### config.mk
export PLATFORM = sky130hd
export DESIGN_NAME = hbridge_guard
export DESIGN_NICKNAME = d
export VERILOG_FILES = /design/src/rtl/hbg_pkg.sv /design/src/rtl/hbg_leg.sv /design/src/rtl/hbg_protect.sv /design/src/rtl/hbridge_guard.sv
export SDC_FILE = /design/constraint.sdc
export NUM_CORES = 1
export LEC_CHECK = 0
export CORE_MARGIN = 4
export CORE_UTILIZATION = 52
export DETAILED_ROUTE_END_ITERATION = 10
export DONT_BUFFER_PORTS = 1
export GPL_ROUTABILITY_DRIVEN = 0
export MAX_ROUTING_LAYER = met4
export PLACE_DENSITY = 0.74
export SYNTH_ARGS = -nofsm -noshare
export SYNTH_HDL_FRONTEND = slang
export SYNTH_SLANG_ARGS = --single-unit
### constraint.sdc
create_clock -name clk -period 1.9 [get_ports clk]
set_input_delay 0.095 -clock clk [delete_from_list [all_inputs] [get_ports clk]]
set_output_delay 0.095 -clock clk [all_outputs]
set_load 0.02 [all_outputs]
### src/rtl/hbg_pkg.sv
`timescale 1ns/1ps
// Shared types for the H-bridge guard: per-leg switch state and the
// bit positions of the active-low status word.
package hbg_pkg;
    localparam int NUM_LEGS = 2;
    localparam int DIAG_W   = 5;
    localparam int D_CLIM   = 0;
    localparam int D_OTEMP  = 1;
    localparam int D_SHORT  = 2;
    localparam int D_UVOLT  = 3;
    localparam int D_RUN    = 4;

    typedef enum logic [1:0] {
        LEG_OFF = 2'd0,
        LEG_HI  = 2'd1,
        LEG_LO  = 2'd2
    } leg_t;
endpackage

### src/rtl/hbg_leg.sv
`timescale 1ns/1ps
// One half-bridge sequencer. Picks the wanted side from the direction
// request, the kill line and the limit phase. Any change from one side
// to the other goes through one all-off cycle.
// Assumes kill and limiting come from the protection unit in this cycle.
module hbg_leg
    import hbg_pkg::*;
(
    input  logic clk,
    input  logic rst_n,
    input  logic dir,
    input  logic kill,
    input  logic limiting,
    input  logic below_gnd,
    output logic hs_on,
    output logic ls_on,
    output logic turn_on
);
    leg_t st, tgt, nxt;

    // Wanted side: killed -> off, limit phase -> freewheel only, else by dir.
    always_comb begin
        if (kill)
            tgt = LEG_OFF;
        else if (limiting)
            tgt = below_gnd ? LEG_LO : LEG_OFF;
        else
            tgt = dir ? LEG_HI : LEG_LO;
    end

    // Leaving a conducting side always goes through off first.
    always_comb begin
        if (st != LEG_OFF && tgt != st)
            nxt = LEG_OFF;
        else
            nxt = tgt;
    end

    // State register.
    always_ff @(posedge clk) begin
        if (!rst_n)
            st <= LEG_OFF;
        else
            st <= nxt;
    end

    assign hs_on   = (st == LEG_HI);
    assign ls_on   = (st == LEG_LO);
    assign turn_on = (nxt == LEG_HI) && (st != LEG_HI);
endmodule

### src/rtl/hbg_protect.sv
`timescale 1ns/1ps
// Protection unit: the blanking timer, the switch-off timer, the fault
// latches and the active-low status word.
// Assumes the comparator flags are already synchronous to clk.
module hbg_protect
    import hbg_pkg::*;
#(
    parameter int BLANK_CYC = 16,
    parameter int TOFF_CYC  = 64
) (
    input  logic              clk,
    input  logic              rst_n,
    input  logic              en,
    input  logic              dis_n,
    input  logic              ilim,
    input  logic              ocp,
    input  logic              otemp,
    input  logic              uvolt,
    input  logic              turn_on,
    input  logic              drv_on,
    output logic              kill,
    output logic              limiting,
    output logic [DIAG_W-1:0] diag_n
);
    localparam int BW = $clog2(BLANK_CYC + 1);
    localparam int TW = $clog2(TOFF_CYC + 1);
    localparam logic [BW-1:0] BLANK_LD = BW'(BLANK_CYC);
    localparam logic [TW-1:0] TOFF_LD  = TW'(TOFF_CYC);

    logic [BW-1:0] blank_cnt;
    logic [TW-1:0] toff_cnt;
    logic          cl_l, ot_l, sc_l, uv_l;
    logic          clear, blank_done, lim_evt, sc_evt;

    assign clear      = ~en | ~dis_n;
    assign blank_done = (blank_cnt == '0);
    assign limiting   = (toff_cnt != '0);
    assign kill       = clear | uvolt | ot_l | sc_l;
    assign lim_evt    = ilim & blank_done & ~limiting & ~kill & drv_on;
    assign sc_evt     = ocp & blank_done & ~clear;

    // Blanking timer, reloaded whenever a high side turns on.
    always_ff @(posedge clk) begin
        if (!rst_n)
            blank_cnt <= '0;
        else if (turn_on)
            blank_cnt <= BLANK_LD;
        else if (!blank_done)
            blank_cnt <= blank_cnt - 1'b1;
    end

    // Switch-off timer of the current-limit phase.
    always_ff @(posedge clk) begin
        if (!rst_n)
            toff_cnt <= '0;
        else if (lim_evt)
            toff_cnt <= TOFF_LD;
        else if (limiting)
            toff_cnt <= toff_cnt - 1'b1;
    end

    // Fault latches and sticky bits, cleared by en or dis_n going inactive.
    always_ff @(posedge clk) begin
        if (!rst_n || clear) begin
            cl_l <= 1'b0;
            ot_l <= 1'b0;
            sc_l <= 1'b0;
            uv_l <= 1'b0;
        end else begin
            cl_l <= cl_l | lim_evt;
            ot_l <= ot_l | otemp;
            sc_l <= sc_l | sc_evt;
            uv_l <= uv_l | uvolt;
        end
    end

    // Active-low status word.
    always_comb begin
        diag_n          = '1;
        diag_n[D_CLIM]  = ~cl_l;
        diag_n[D_OTEMP] = ~ot_l;
        diag_n[D_SHORT] = ~sc_l;
        diag_n[D_UVOLT] = ~uv_l;
        diag_n[D_RUN]   = ~clear & ~ot_l & ~sc_l;
    end
endmodule

### src/rtl/hbridge_guard.sv
`timescale 1ns/1ps
// Top of the H-bridge guard: two leg sequencers under one protection
// unit, plus the selection of the status-flag pin.
// Assumes all inputs are synchronous to clk.
module hbridge_guard
    import hbg_pkg::*;
#(
    parameter int BLANK_CYC = 16,
    parameter int TOFF_CYC  = 64
) (
    input  logic                clk,
    input  logic                rst_n,
    input  logic [NUM_LEGS-1:0] drv_dir,
    input  logic                en,
    input  logic                dis_n,
    input  logic                ilim,
    input  logic                ocp,
    input  logic                otemp,
    input  logic                uvolt,
    input  logic [NUM_LEGS-1:0] below_gnd,
    input  logic                diag_sel,
    output logic [NUM_LEGS-1:0] hs_on,
    output logic [NUM_LEGS-1:0] ls_on,
    output logic                all_off,
    output logic [DIAG_W-1:0]   diag_n,
    output logic                flag_n
);
    logic [NUM_LEGS-1:0] turn_vec;
    logic                kill, limiting;

    hbg_protect #(.BLANK_CYC(BLANK_CYC), .TOFF_CYC(TOFF_CYC)) u_prot (
        .clk(clk), .rst_n(rst_n), .en(en), .dis_n(dis_n),
        .ilim(ilim), .ocp(ocp), .otemp(otemp), .uvolt(uvolt),
        .turn_on(|turn_vec), .drv_on(|hs_on),
        .kill(kill), .limiting(limiting), .diag_n(diag_n)
    );

    for (genvar g = 0; g < NUM_LEGS; g++) begin : g_leg
        hbg_leg u_leg (
            .clk(clk), .rst_n(rst_n), .dir(drv_dir[g]),
            .kill(kill), .limiting(limiting), .below_gnd(below_gnd[g]),
            .hs_on(hs_on[g]), .ls_on(ls_on[g]), .turn_on(turn_vec[g])
        );
    end

    assign all_off = kill;
    // The flag pin carries the fault bits only in flag mode.
    assign flag_n  = diag_sel | (&diag_n[D_UVOLT:D_CLIM]);
endmodule

==> results of run 1 <==
-- area by class of cell --
cell class              count  share of cell area (%)
clock buffers               3                    1.92
clock inverters             1                    2.56
inverters                   8                    2.56
multi-input cells          75                    42.7
flip-flops and latches     20                    34.2
well taps                  25                    2.67
repair buffers             17                    13.4
-- layer usage --
layer | track usage [%] | vias up | share of wire, %
met5 | - | - | 0
met4 | 10.3 | 0 | 2.0
met3 | 2.62 | 5 | 4.5
met2 | 30.0 | 25 | 51
met1 | 20.9 | 364 | 42
li1 | - | 401 | -
-- Yosys cell counts, drive strengths merged (2+ instances only) --
cell type	instances
a211oi	2
a21oi	4
buf	5
dfxtp	20
ha	4
inv	8
nand2	8
nand2b	2
nand3b	2
nor2	15
nor2b	4
nor3	8
o31ai	2
or2	2
or4	2
xnor2	6
-- stage by stage --
stage,total power (uW),instance area [um2],utilization (%)
floorplan,1350,968,-
CTS,1880,1130,64.9
global route,2060,1170,67.2
finish,1890,1170,67.2
detailed placement,1520,1000,57.3
global placement,1490,1000,57.3
-- power groups by stage --
stage | clock network (uW) | logic (uW) | registers [uW]
finish | 350 | 856 | 687
global route | 378 | 975 | 708
CTS | 353 | 852 | 680
detailed placement | 0 | 832 | 690
global placement | 0 | 814 | 674
floorplan | 0 | 689 | 657
-- sequential cells by signal, indices dropped and copies added, names as in the netlist --
| name | count |
|---|---|
| u_prot.blank_cnt | 5 |
| u_prot.sc_l | 1 |
| g_leg.u_leg.st | 4 |
| u_prot.cl_l | 1 |
| u_prot.ot_l | 1 |
| u_prot.toff_cnt | 7 |
| u_prot.uv_l | 1 |
-- worst max-delay path by stage --
stage / from / end / slack, ns / cells after the start
2_1_floorplan: u_prot.blank_cnt[0] / u_prot.toff_cnt[0] / 0.26 / 6
3_3_place_gp: u_prot.sc_l / u_prot.toff_cnt[0] / 0.28 / 3
3_5_place_dp: u_prot.sc_l / u_prot.toff_cnt[0] / 0.24 / 3
4_1_cts: u_prot.sc_l / u_prot.toff_cnt[0] / 0.23 / 3
5_1_grt: u_prot.sc_l / u_prot.blank_cnt[3] / 0.06 / 3
6_report: u_prot.sc_l / u_prot.toff_cnt[0] / 0.21 / 3
-- cells by family (layout without fill, tap and decap cells) --
logic type	after synthesis	after routing	share of synthesized area, %
buffers and inverters	13	29	6.98
XOR/XNOR	7	7	6.33
AND/OR/NAND/NOR	49	49	28.4
multiplexers	1	1	1.03
adder cells (fa/ha/maj)	4	4	5.17
flip-flops	20	20	41.3
AO/OA/AOI/OAI	14	14	10.7
-- repair_timing --
action	4_1_cts	5_1_grt
buffers inserted	0	0
hold buffers	8	4
endpoints found under the hold margin	19	4
==> qor.csv, run 1 <==
stage,metric,value,unit
global_route,first-pass GRT wire length,3.53,mm
global_route,global-route usage over all layers,18.1,%
finish,n_diodes,0,
pwr,switching part of the total power,37.1,%
drt,post-route ant nets,0,
setup_path,Setup crit end kind,flop,
setup_path,max incr delay on CP,0.61,ns
setup_path,crit start category,flop,
setup_path,CP top delay family,simple AND/OR/NAND/NOR gates,
finish,footprint of the multi-input gates,500,um2
finish,"commonest non-fill, non-tap cell in the layout",dfxtp_1,
logic_synthesis,Post-synth top flop,dfxtp_1,
setup_path,CP required,2.11,ns
sta,Least-Margin Pin Slew,0.470,ns
finish,register area,400,um2
sta,RSZ-0062 raised after global routing,no,
setup_path,Buffers & Inverters on Critical Path,0,
logic_synthesis,top post-synthesis cells by area,"dfxtp_1 41%, nor2_1 5.8%, xnor2_1 5.4%",
pwr,Seq pwr share,36.3,%
worst_hold_path,hold path depth,2,
run_status,run status,completed,
floorplanning,die area,2620,um2
sta,Final Slew Violations,0,
logic_synthesis,Post-Syn Area,968,um2
finish,final cell count without fillers,149,
sta,Final Hold Viols,0,
pwr,Logic pwr share,45.2,%
setup_path,FF-to-FF End,u_prot.toff_cnt[0],
placed_design,Placed Instances,133,
setup_path,cells on worst reg2reg path,3,
global_route,number of global-route vias before repair,809,
logic_synthesis,Post-synth ARST share,0,%
sta,fin worst setup slack,0.214,ns
clocking,CTS tree,yes,
drt,vias post-DR,795,
logic_synthesis,"FF+latch count, synth",20,
placed_design,Port Buffers,0,
sta,setup_tns,0,ns
clocking,Num CTS Buffers,3,
drt,per-cell routed wire length,14.4,um
floorplanning,Top-Level Pins,24,
pwr,PwrDens,1610,nW/um2
placed_design,HPWL after DPL,1.43,mm
finish,Layout Nets,142,
clocking,H-tree levels,1,
sta,Final period util,88.7,%
floorplanning,row count,15,
pwr,Psw,703,uW
logic_synthesis,Post-synth EDFFs,0,
floorplanning,Die Y,51.2,um
setup_path,arrival time worst endpoint,1.90,ns
setup_path,slowest CP cell,or4_4,
pwr,Int Pwr,1190,uW
logic_synthesis,Synth top area share,41.3,%
floorplanning,Core Area,1750,um2
logic_synthesis,leading area contributor after synthesis,dfxtp_1,
logic_synthesis,"Distinct cells, synth",31,
sta,Relative slew margins,68.4,%
clocking,clk buf depth,2,
clocking,CTS sink count,20,
finish,area grow syn2layout,21.1,%
pwr,P_leak,0.000472,uW
placed_design,Place WS,0.242,ns
clocking,clk root buf,clkbuf_4,
global_route,largest net degree at the start of global routing,13,
worst_hold_path,startpoint of the worst hold path,rst_n,
logic_synthesis,sequential-to-total area share from yosys stat,41.3,%
pwr,power share of the clock group,18.5,%
floorplanning,initial core utilization,55.5,%
setup_path,reg2reg start,u_prot.sc_l,
setup_path,crit-path max FO,4,
drt,DRC,0,
drt,final WL,2.14,mm
sta,Hold Slack,0.0282,ns
logic_synthesis,post-synthesis cell count,108,
setup_path,Worst R2R Setup Slack,0.21,ns
pwr,VDD IR max,0.725,mV
drt,initial DRC count,34,
flow_run,number of max-cap violations,0,
worst_hold_path,Hold EP,g_leg[0].u_leg.st[0],
global_route,global route overflow,0,
floorplanning,chip width,51.2,um
clocking,clk_lat worst skew,0.31,ns
finish,Fillers,138,
clocking,clk slew on worst S/H paths,0.11,ns
sta,fmax,593,MHz
finish,layout cell share with drive strength beyond 1,10.5,%
logic_synthesis,syn_nets,125,
sta,Worst Skew,0.00814,ns
sta,min cycle time layout,1.69,ns
global_route,antenna violations before repair,0,
finish,most frequent cells in the layout,"20 x dfxtp_1, 15 x nor2_1, 12 x dlygate4sd3_1",
setup_path,crit path cell chain,or4_4 -> or3_4 -> and3_1,
sta,final setup violation count,0,
clocking,Post-CTS Resized,0,
logic_synthesis,yosys warns,0,
worst_hold_path,Hold WC Path Type,input port to flop,
setup_path,crit path kind,flop to flop,
drt,drt first pass iters,4,
drt,via-per-instance ratio,5.34,
logic_synthesis,syn avg cell area,8.97,um2
Note: power is estimated with default switching activity, not from simulation.
==> run 2: changes to the inputs <==
--- a/config.mk
+++ b/config.mk
@@ -12,6 +12,7 @@
 export GPL_ROUTABILITY_DRIVEN = 0
 export MAX_ROUTING_LAYER = met4
 export PLACE_DENSITY = 0.74
+export REMOVE_ABC_BUFFERS = 1
 export SYNTH_ARGS = -nofsm -noshare
 export SYNTH_HDL_FRONTEND = slang
 export SYNTH_SLANG_ARGS = --single-unit
==> constraint.sdc (replaced) <==
create_clock -name clk -period 1.9 [get_ports clk]
set_input_delay 0 -clock clk [delete_from_list [all_inputs] [get_ports clk]]
set_output_delay 0 -clock clk [all_outputs]
set_load 0.02 [all_outputs]
==> qor.csv, run 2 (same netlist as run 1, synthesis figures left out) <==
stage,metric,value,unit,change
clocking,clk root buf,clkbuf_4,,unchanged
drt,final WL,2.17,mm,was 2.14 mm
floorplanning,Die Y,51.2,um,unchanged
setup_path,reg2reg start,u_prot.blank_cnt[0],,was u_prot.sc_l
drt,initial DRC count,10,,was 34
floorplanning,initial core utilization,55.5,%,unchanged
setup_path,cells on worst reg2reg path,7,,was 3
sta,Relative slew margins,71.8,%,was 68.4%
drt,post-route ant nets,0,,unchanged
clocking,CTS sink count,20,,unchanged
finish,footprint of the multi-input gates,503,um2,was 500 um2
setup_path,Worst R2R Setup Slack,0.11,ns,was 0.21 ns
pwr,VDD IR max,1.05,mV,was 0.725 mV
clocking,clk buf depth,2,,unchanged
floorplanning,Top-Level Pins,24,,unchanged
drt,via-per-instance ratio,5.23,,was 5.34
finish,Util after Layout,69.2,%,was 67.2%
setup_path,arrival time worst endpoint,2.04,ns,was 1.90 ns
global_route,first-pass GRT wire length,3.54,mm,was 3.53 mm
placed_design,Placed Instances,134,,was 133
drt,vias post-DR,810,,was 795
global_route,largest net degree at the start of global routing,12,,was 13
setup_path,CP required,2.15,ns,was 2.11 ns
finish,n_diodes,0,,unchanged
floorplanning,Core Area,1750,um2,unchanged
clocking,clk_lat worst skew,0.30,ns,was 0.31 ns
finish,Layout Nets,148,,was 142
flow_run,number of max-cap violations,0,,unchanged
floorplanning,die area,2620,um2,unchanged
sta,Final Slew Violations,0,,unchanged
global_route,number of global-route vias before repair,795,,was 809
setup_path,Setup crit end kind,flop,,unchanged
sta,Final period util,94.3,%,was 88.7%
setup_path,Critical Path Source,u_prot.blank_cnt[0],,was u_prot.sc_l
finish,final cell count without fillers,155,,was 149
finish,most frequent cells in the layout,"20 x dfxtp_1, 15 x nor2_1, 14 x dlygate4sd3_1",,"was 20 x dfxtp_1, 15 x nor2_1, 12 x dlygate4sd3_1"
setup_path,crit-path max FO,4,,unchanged
finish,number of flip-flops in the largest register,7,,unchanged
floorplanning,row count,15,,unchanged
global_route,global route overflow,0,,unchanged
clocking,H-tree levels,1,,unchanged
global_route,global-route usage over all layers,19.0,%,was 18.1%
finish,Biggest register,u_prot.toff_cnt,,unchanged
sta,setup_tns,0,ns,unchanged
setup_path,FF-to-FF End,u_prot.sc_l,,was u_prot.toff_cnt[0]
setup_path,worst setup path endpoint,u_prot.sc_l,,was u_prot.toff_cnt[0]
clocking,CTS tree,yes,,unchanged
sta,Final Hold Viols,0,,unchanged
placed_design,Port Buffers,0,,unchanged
pwr,P_leak,0.000501,uW,was 0.000472 uW
setup_path,crit start category,flop,,unchanged
finish,Fillers,149,,was 138
sta,min cycle time layout,1.79,ns,was 1.69 ns
clocking,clk slew on worst S/H paths,0.11,ns,about the same
pwr,Total Power,1890,uW,about the same
finish,layout cell share with drive strength beyond 1,13.8,%,was 10.5%
finish,register area,400,um2,unchanged
sta,Least-Margin Pin Slew,0.421,ns,was 0.470 ns
global_route,antenna violations before repair,0,,unchanged
clocking,Num CTS Buffers,3,,unchanged
drt,DRC,0,,unchanged
drt,drt first pass iters,4,,unchanged
sta,fmax,558,MHz,was 593 MHz
drt,per-cell routed wire length,14.0,um,was 14.4 um
sta,Worst Skew,0.00294,ns,was 0.00814 ns
finish,"commonest non-fill, non-tap cell in the layout",dfxtp_1,,unchanged
setup_path,crit path kind,flop to flop,,unchanged
sta,final setup violation count,0,,unchanged
floorplanning,chip width,51.2,um,unchanged
finish,largest registers,"u_prot.toff_cnt (7), u_prot.blank_cnt (5), g_leg.u_leg.st (4)",,unchanged
worst_hold_path,Hold WC Path Type,input port to flop,,unchanged
finish,area grow syn2layout,24.8,%,was 21.1%
placed_design,HPWL after DPL,1.41,mm,was 1.43 mm
run_status,run status,completed,,unchanged
pwr,PwrDens,1560,nW/um2,was 1610 nW/um2
[run 2: timing repair]
| item | CTS | global route |
|---|---|---|
| buffers inserted | 0 | 3 |
| hold endpoints to repair | 20 | 0 |
| gates resized for setup | 0 | 1 |
| endpoints found under the setup margin | 0 | 1 |
| hold buffers | 14 | 0 |
[run 2: worst min path at each step]
stage | cells after the start | slack, ns | start | end
finish | 3 | 0.09 | uvolt | u_prot.toff_cnt[6]
detailed placement | 2 | 0.13 | otemp | u_prot.ot_l
global route | 3 | 0.08 | uvolt | u_prot.cl_l
CTS | 3 | 0.09 | uvolt | u_prot.cl_l
floorplan | 2 | 0.12 | otemp | u_prot.ot_l
global placement | 2 | 0.12 | otemp | u_prot.ot_l
[run 2: power breakdown]
part           internal, uW  switching, uW  leakage, uW
registers               548            130     0.000164
logic                   508            456     0.000316
clock network           117            127    0.0000210
[run 2: per-layer routing]
| metal | part of all wire [%] | up-vias | GRT usage (%) |
|---|---|---|---|
| li1 | - | 410 | - |
| met3 | 4.9 | 6 | 5.83 |
| met4 | 1.8 | 0 | 6.73 |
| met1 | 40 | 374 | 19.3 |
| met2 | 53 | 20 | 34.1 |
| met5 | 0 | - | - |
[run 2: area by class of cell]
cell class | instances | share of cell area, %
inverters | 8 | 2.48
flip-flops and latches | 20 | 33.1
repair buffers | 23 | 17.2
multi-input cells | 75 | 41.6
well taps | 25 | 2.59
clock buffers | 4 | 3.00
[run 2: critical path, stage by stage (launching register included)]
cell and delay, ns:
dfxtp_1 0.33, inv_1 0.11, ha_2 0.21, nor4b_4 0.21, buf_4 0.18, a21oi_1 0.06
nor2_1 0.10, dlygate4sd3_1 0.55
[run 2: per-stage QoR]
stage | instance area, um2 | setup slack [ns] | hold WS, ns
2_1_floorplan | 931 | 0.259 | 0.116
3_3_place_gp | 1010 | 0.284 | 0.121
3_5_place_dp | 1010 | 0.257 | 0.135
4_1_cts | 1180 | 0.0817 | 0.0906
5_1_grt | 1210 | -0.00299 | 0.0846
6_report | 1210 | 0.108 | 0.0904
==> run 3: changes to the inputs <==
--- a/config.mk
+++ b/config.mk
@@ -15,4 +15,5 @@
 export REMOVE_ABC_BUFFERS = 1
 export SYNTH_ARGS = -nofsm -noshare
 export SYNTH_HDL_FRONTEND = slang
+export SYNTH_HIERARCHICAL = 1
 export SYNTH_SLANG_ARGS = --single-unit
==> qor.csv, run 3 <==
stage,metric,value,unit,change
logic_synthesis,yosys warns,6,,was 0
logic_synthesis,syn avg cell area,8.84,um2,was 8.97 um2
setup_path,max incr delay on CP,0.55,ns,about the same
setup_path,crit start category,flop,,unchanged
logic_synthesis,Post-synth ARST share,0,%,unchanged
placed_design,HPWL after DPL,1.53,mm,was 1.41 mm
finish,area grow syn2layout,34.4,%,was 24.8%
logic_synthesis,mux share of post-synthesis cell area,0,%,was 1.03%
drt,via-per-instance ratio,5.63,,was 5.23
drt,vias post-DR,929,,was 810
clocking,post-CTS setup buffer count,0,,unchanged
drt,DRC,0,,unchanged
sta,fmax,546,MHz,was 558 MHz
logic_synthesis,Post-Syn Area,990,um2,was 968 um2
floorplanning,Top-Level Pins,24,,unchanged
finish,Layout Nets,157,,was 148
sta,Final Slew Violations,0,,unchanged
setup_path,Worst R2R Setup Slack,0.07,ns,was 0.11 ns
logic_synthesis,most frequent cell after synthesis,dfxtp_1,,unchanged
setup_path,arrival time worst endpoint,2.03,ns,was 2.04 ns
drt,final WL,2.38,mm,was 2.17 mm
floorplanning,Core Area,1760,um2,was 1750 um2
clocking,H-tree levels,1,,unchanged
sta,Final period util,96.4,%,was 94.3%
placed_design,Port Buffers,0,,unchanged
clocking,CTS sink count,20,,unchanged
run_status,run status,"finished, violations left",,was completed
sta,Final Hold Viols,13,,was 0
sta,Least-Margin Pin Slew,0.439,ns,was 0.421 ns
setup_path,cells on worst reg2reg path,8,,was 7
logic_synthesis,Post-synth top flop,dfxtp_1,,unchanged
logic_synthesis,Post-Synth Adder-Cell Area,3.79,%,was 5.17%
clocking,clk buf depth,2,,unchanged
logic_synthesis,"Distinct cells, synth",39,,was 31
setup_path,FF-to-FF End,u_prot/blank_cnt[3],,was u_prot.sc_l
global_route,number of global-route vias before repair,887,,was 795
logic_synthesis,sequential-to-total area share from yosys stat,40.5,%,was 41.3%
logic_synthesis,Post-Synth Simple-Gate Area,35.9,%,was 28.4%
run_status,failing checks,hold timing,,
clocking,Num CTS Buffers,3,,unchanged
floorplanning,Die Y,51.6,um,was 51.2 um
logic_synthesis,post-synthesis cell count,112,,was 108
sta,fin worst setup slack,0.0684,ns,was 0.108 ns
setup_path,reg2reg start,u_prot/toff_cnt[2],,was u_prot.blank_cnt[0]
logic_synthesis,"FF+latch count, synth",20,,unchanged
worst_hold_path,hold path depth,2,,was 3
pwr,VDD IR max,0.898,mV,was 1.05 mV
sta,final setup violation count,0,,unchanged
clocking,clk slew on worst S/H paths,0.11,ns,about the same
logic_synthesis,Post-synth EDFFs,0,,unchanged
clocking,CTS tree,yes,,unchanged
global_route,antenna violations before repair,0,,unchanged
finish,layout cell share with drive strength beyond 1,25.0,%,was 13.8%
drt,post-route ant nets,0,,unchanged
finish,Biggest register,u_prot/toff_cnt,,was u_prot.toff_cnt
setup_path,slowest CP cell,or4_4,,was dlygate4sd3_1
drt,drt first pass iters,4,,unchanged
finish,fin area,1330,um2,was 1210 um2
setup_path,crit path cell chain,or4_4 -> nor2_4 -> inv_2 -> nor4_2 -> or2_1 -> nand2b_4 -> nand2b_1 -> nor2_1,,was inv_1 -> ha_2 -> nor4b_4 -> buf_4 -> a21oi_1 -> nor2_1 -> dlygate4sd3_1
clocking,clk root buf,clkbuf_4,,unchanged
sta,Relative slew margins,70.7,%,was 71.8%
finish,final cell count without fillers,165,,was 155
logic_synthesis,main combinational cell family by area after synthesis,simple AND/OR/NAND/NOR gates,,unchanged
finish,n_diodes,0,,unchanged
flow_run,number of max-cap violations,0,,unchanged
setup_path,crit-path max FO,4,,unchanged
logic_synthesis,XOR/XNOR Fraction of Synth Area,3.54,%,was 6.33%
sta,min cycle time layout,1.83,ns,was 1.79 ns
floorplanning,chip width,51.6,um,was 51.2 um
global_route,global-route usage over all layers,19.3,%,was 19.0%
finish,largest registers,"u_prot/toff_cnt (7), u_prot/blank_cnt (5), g_leg.u_leg/st (4)",,"was u_prot.toff_cnt (7), u_prot.blank_cnt (5), g_leg.u_leg.st (4)"
logic_synthesis,Synth top area share,40.5,%,was 41.3%
setup_path,Setup crit end kind,flop,,unchanged
placed_design,Post-Place Cell Area,1100,um2,was 1010 um2
global_route,global route overflow,0,,unchanged
sta,Worst Skew,0.00259,ns,was 0.00294 ns
placed_design,Placed Instances,147,,was 134
setup_path,crit path kind,flop to flop,,unchanged
finish,most frequent cells in the layout,"18 x dfxtp_1, 14 x dlygate4sd3_1, 14 x nor2_1",,"was 20 x dfxtp_1, 15 x nor2_1, 14 x dlygate4sd3_1"
worst_hold_path,Hold WC Path Type,input port to flop,,unchanged
finish,"commonest non-fill, non-tap cell in the layout",dfxtp_1,,unchanged
floorplanning,row count,15,,unchanged
sta,Hold Slack,-0.166,ns,was 0.0904 ns
pwr,P_leak,0.000530,uW,was 0.000501 uW
finish,Util after Layout,75.4,%,was 69.2%
logic_synthesis,complex-gate fraction of the synthesized area,12.1,%,was 10.7%
setup_path,CP required,2.10,ns,was 2.15 ns
logic_synthesis,leading area contributor after synthesis,dfxtp_1,,unchanged
logic_synthesis,top post-synthesis cells by count,"20 x dfxtp_1, 14 x nor2_1, 10 x inv_1, 6 x nand2b_1",,"was 20 x dfxtp_1, 15 x nor2_1, 8 x inv_1, 8 x nand2_1, 8 x nor3_1"
global_route,first-pass GRT wire length,3.87,mm,was 3.54 mm
floorplanning,die area,2670,um2,was 2620 um2
logic_synthesis,top post-synthesis cells by area,"dfxtp_1 40%, nor2_1 5.3%, ha_1 3.8%",,"was dfxtp_1 41%, nor2_1 5.8%, xnor2_1 5.4%"
worst_hold_path,startpoint of the worst hold path,rst_n,,was uvolt
finish,Fillers,132,,was 149
finish,number of flip-flops in the largest register,7,,unchanged
drt,per-cell routed wire length,14.4,um,was 14.0 um
placed_design,Place WS,0.0106,ns,was 0.257 ns
floorplanning,initial core utilization,56.1,%,was 55.5%
worst_hold_path,Hold EP,u_prot/blank_cnt[1],,was u_prot.toff_cnt[6]
global_route,largest net degree at the start of global routing,15,,was 12
sta,RSZ-0062 raised after global routing,yes,,
clocking,clk_lat worst skew,0.29,ns,was 0.30 ns
drt,initial DRC count,14,,was 10
pwr,PwrDens,1400,nW/um2,was 1560 nW/um2
## run 3: cell count changes after synthesis, moves of 3 or more
cell      previous run  this run
nor4b_1              0         3
nor4_1               0         3
buf_4                5         0
a21oi_2              0         3
nand2b_1             2         6
nor3_1               8         3
nand2_1              8         4
## run 3: final cells by class
class	instances	area, um2	share of cell area, %
tap	25	31.3	2.35
timing repair buffer	25	223	16.7
inverter	10	37.5	2.82
sequential	20	403	30.3
clock buffer	4	36.3	2.73
multi-input combinational	81	599	45.1
## run 3: cell families (layout without fill, tap and decap cells)
group | Yosys count | count (layout)
buffers and inverters | 11 | 39
flip-flops | 20 | 20
AO/OA/AOI/OAI | 16 | 16
XOR/XNOR | 4 | 4
AND/OR/NAND/NOR | 58 | 58
adder cells (fa/ha/maj) | 3 | 3
## run 3: worst max path at each step
stage	slack [ns]	from	to
2_1_floorplan	-0.54	u_prot/ot_l	u_prot/blank_cnt[2]
3_3_place_gp	0.05	u_prot/toff_cnt[2]	u_prot/blank_cnt[3]
3_5_place_dp	0.01	u_prot/toff_cnt[2]	u_prot/blank_cnt[2]
4_1_cts	0.002	u_prot/toff_cnt[2]	u_prot/blank_cnt[3]
5_1_grt	-0.08	u_prot/toff_cnt[2]	u_prot/blank_cnt[3]
6_report	0.07	u_prot/toff_cnt[2]	u_prot/blank_cnt[3]
## run 3: stage by stage
stage	setup TNS (ns)	total power, uW
after detailed placement	0	1490
after CTS	0	1760
after floorplan	-3.14	1210
after global routing	-0.164	2010
final	0	1860
after global placement	0	1470
## run 3: power by group
| part | leakage [uW] | internal (uW) | switching [uW] | total, uW |
|---|---|---|---|---|
| registers | 0.000164 | 529 | 92.9 | 622 |
| logic | 0.000344 | 522 | 476 | 998 |
| clock network | 0.0000210 | 116 | 126 | 243 |
| total | 0.000530 | 1170 | 695 | 1860 |
## run 3: repair_timing
action                                  in CTS  in global routing
endpoints found under the hold margin       17                 14
hold buffers                                13                  1
endpoints found under the setup margin       2                  6
pin swaps                                    1                  2
gates cloned                                 0                  0
resized for setup                            0                 11
## run 3: routing by layer
layer / vias up / part of all wire, % / global-route usage, %
met1: 444 / 42 / 23.8
met2: 27 / 51 / 32.6
li1: 452 / - / -
met4: 0 / 2.5 / 5.68
met3: 6 / 4.5 / 2.87
met5: - / 0 / -
## run 3: critical path, delay by kind of cell, from the launching register on
kind | cells | cell delay, ns
buffers and inverters | 1 | 0.07
AND/OR/NAND/NOR | 7 | 1.35
flip-flops | 1 | 0.33
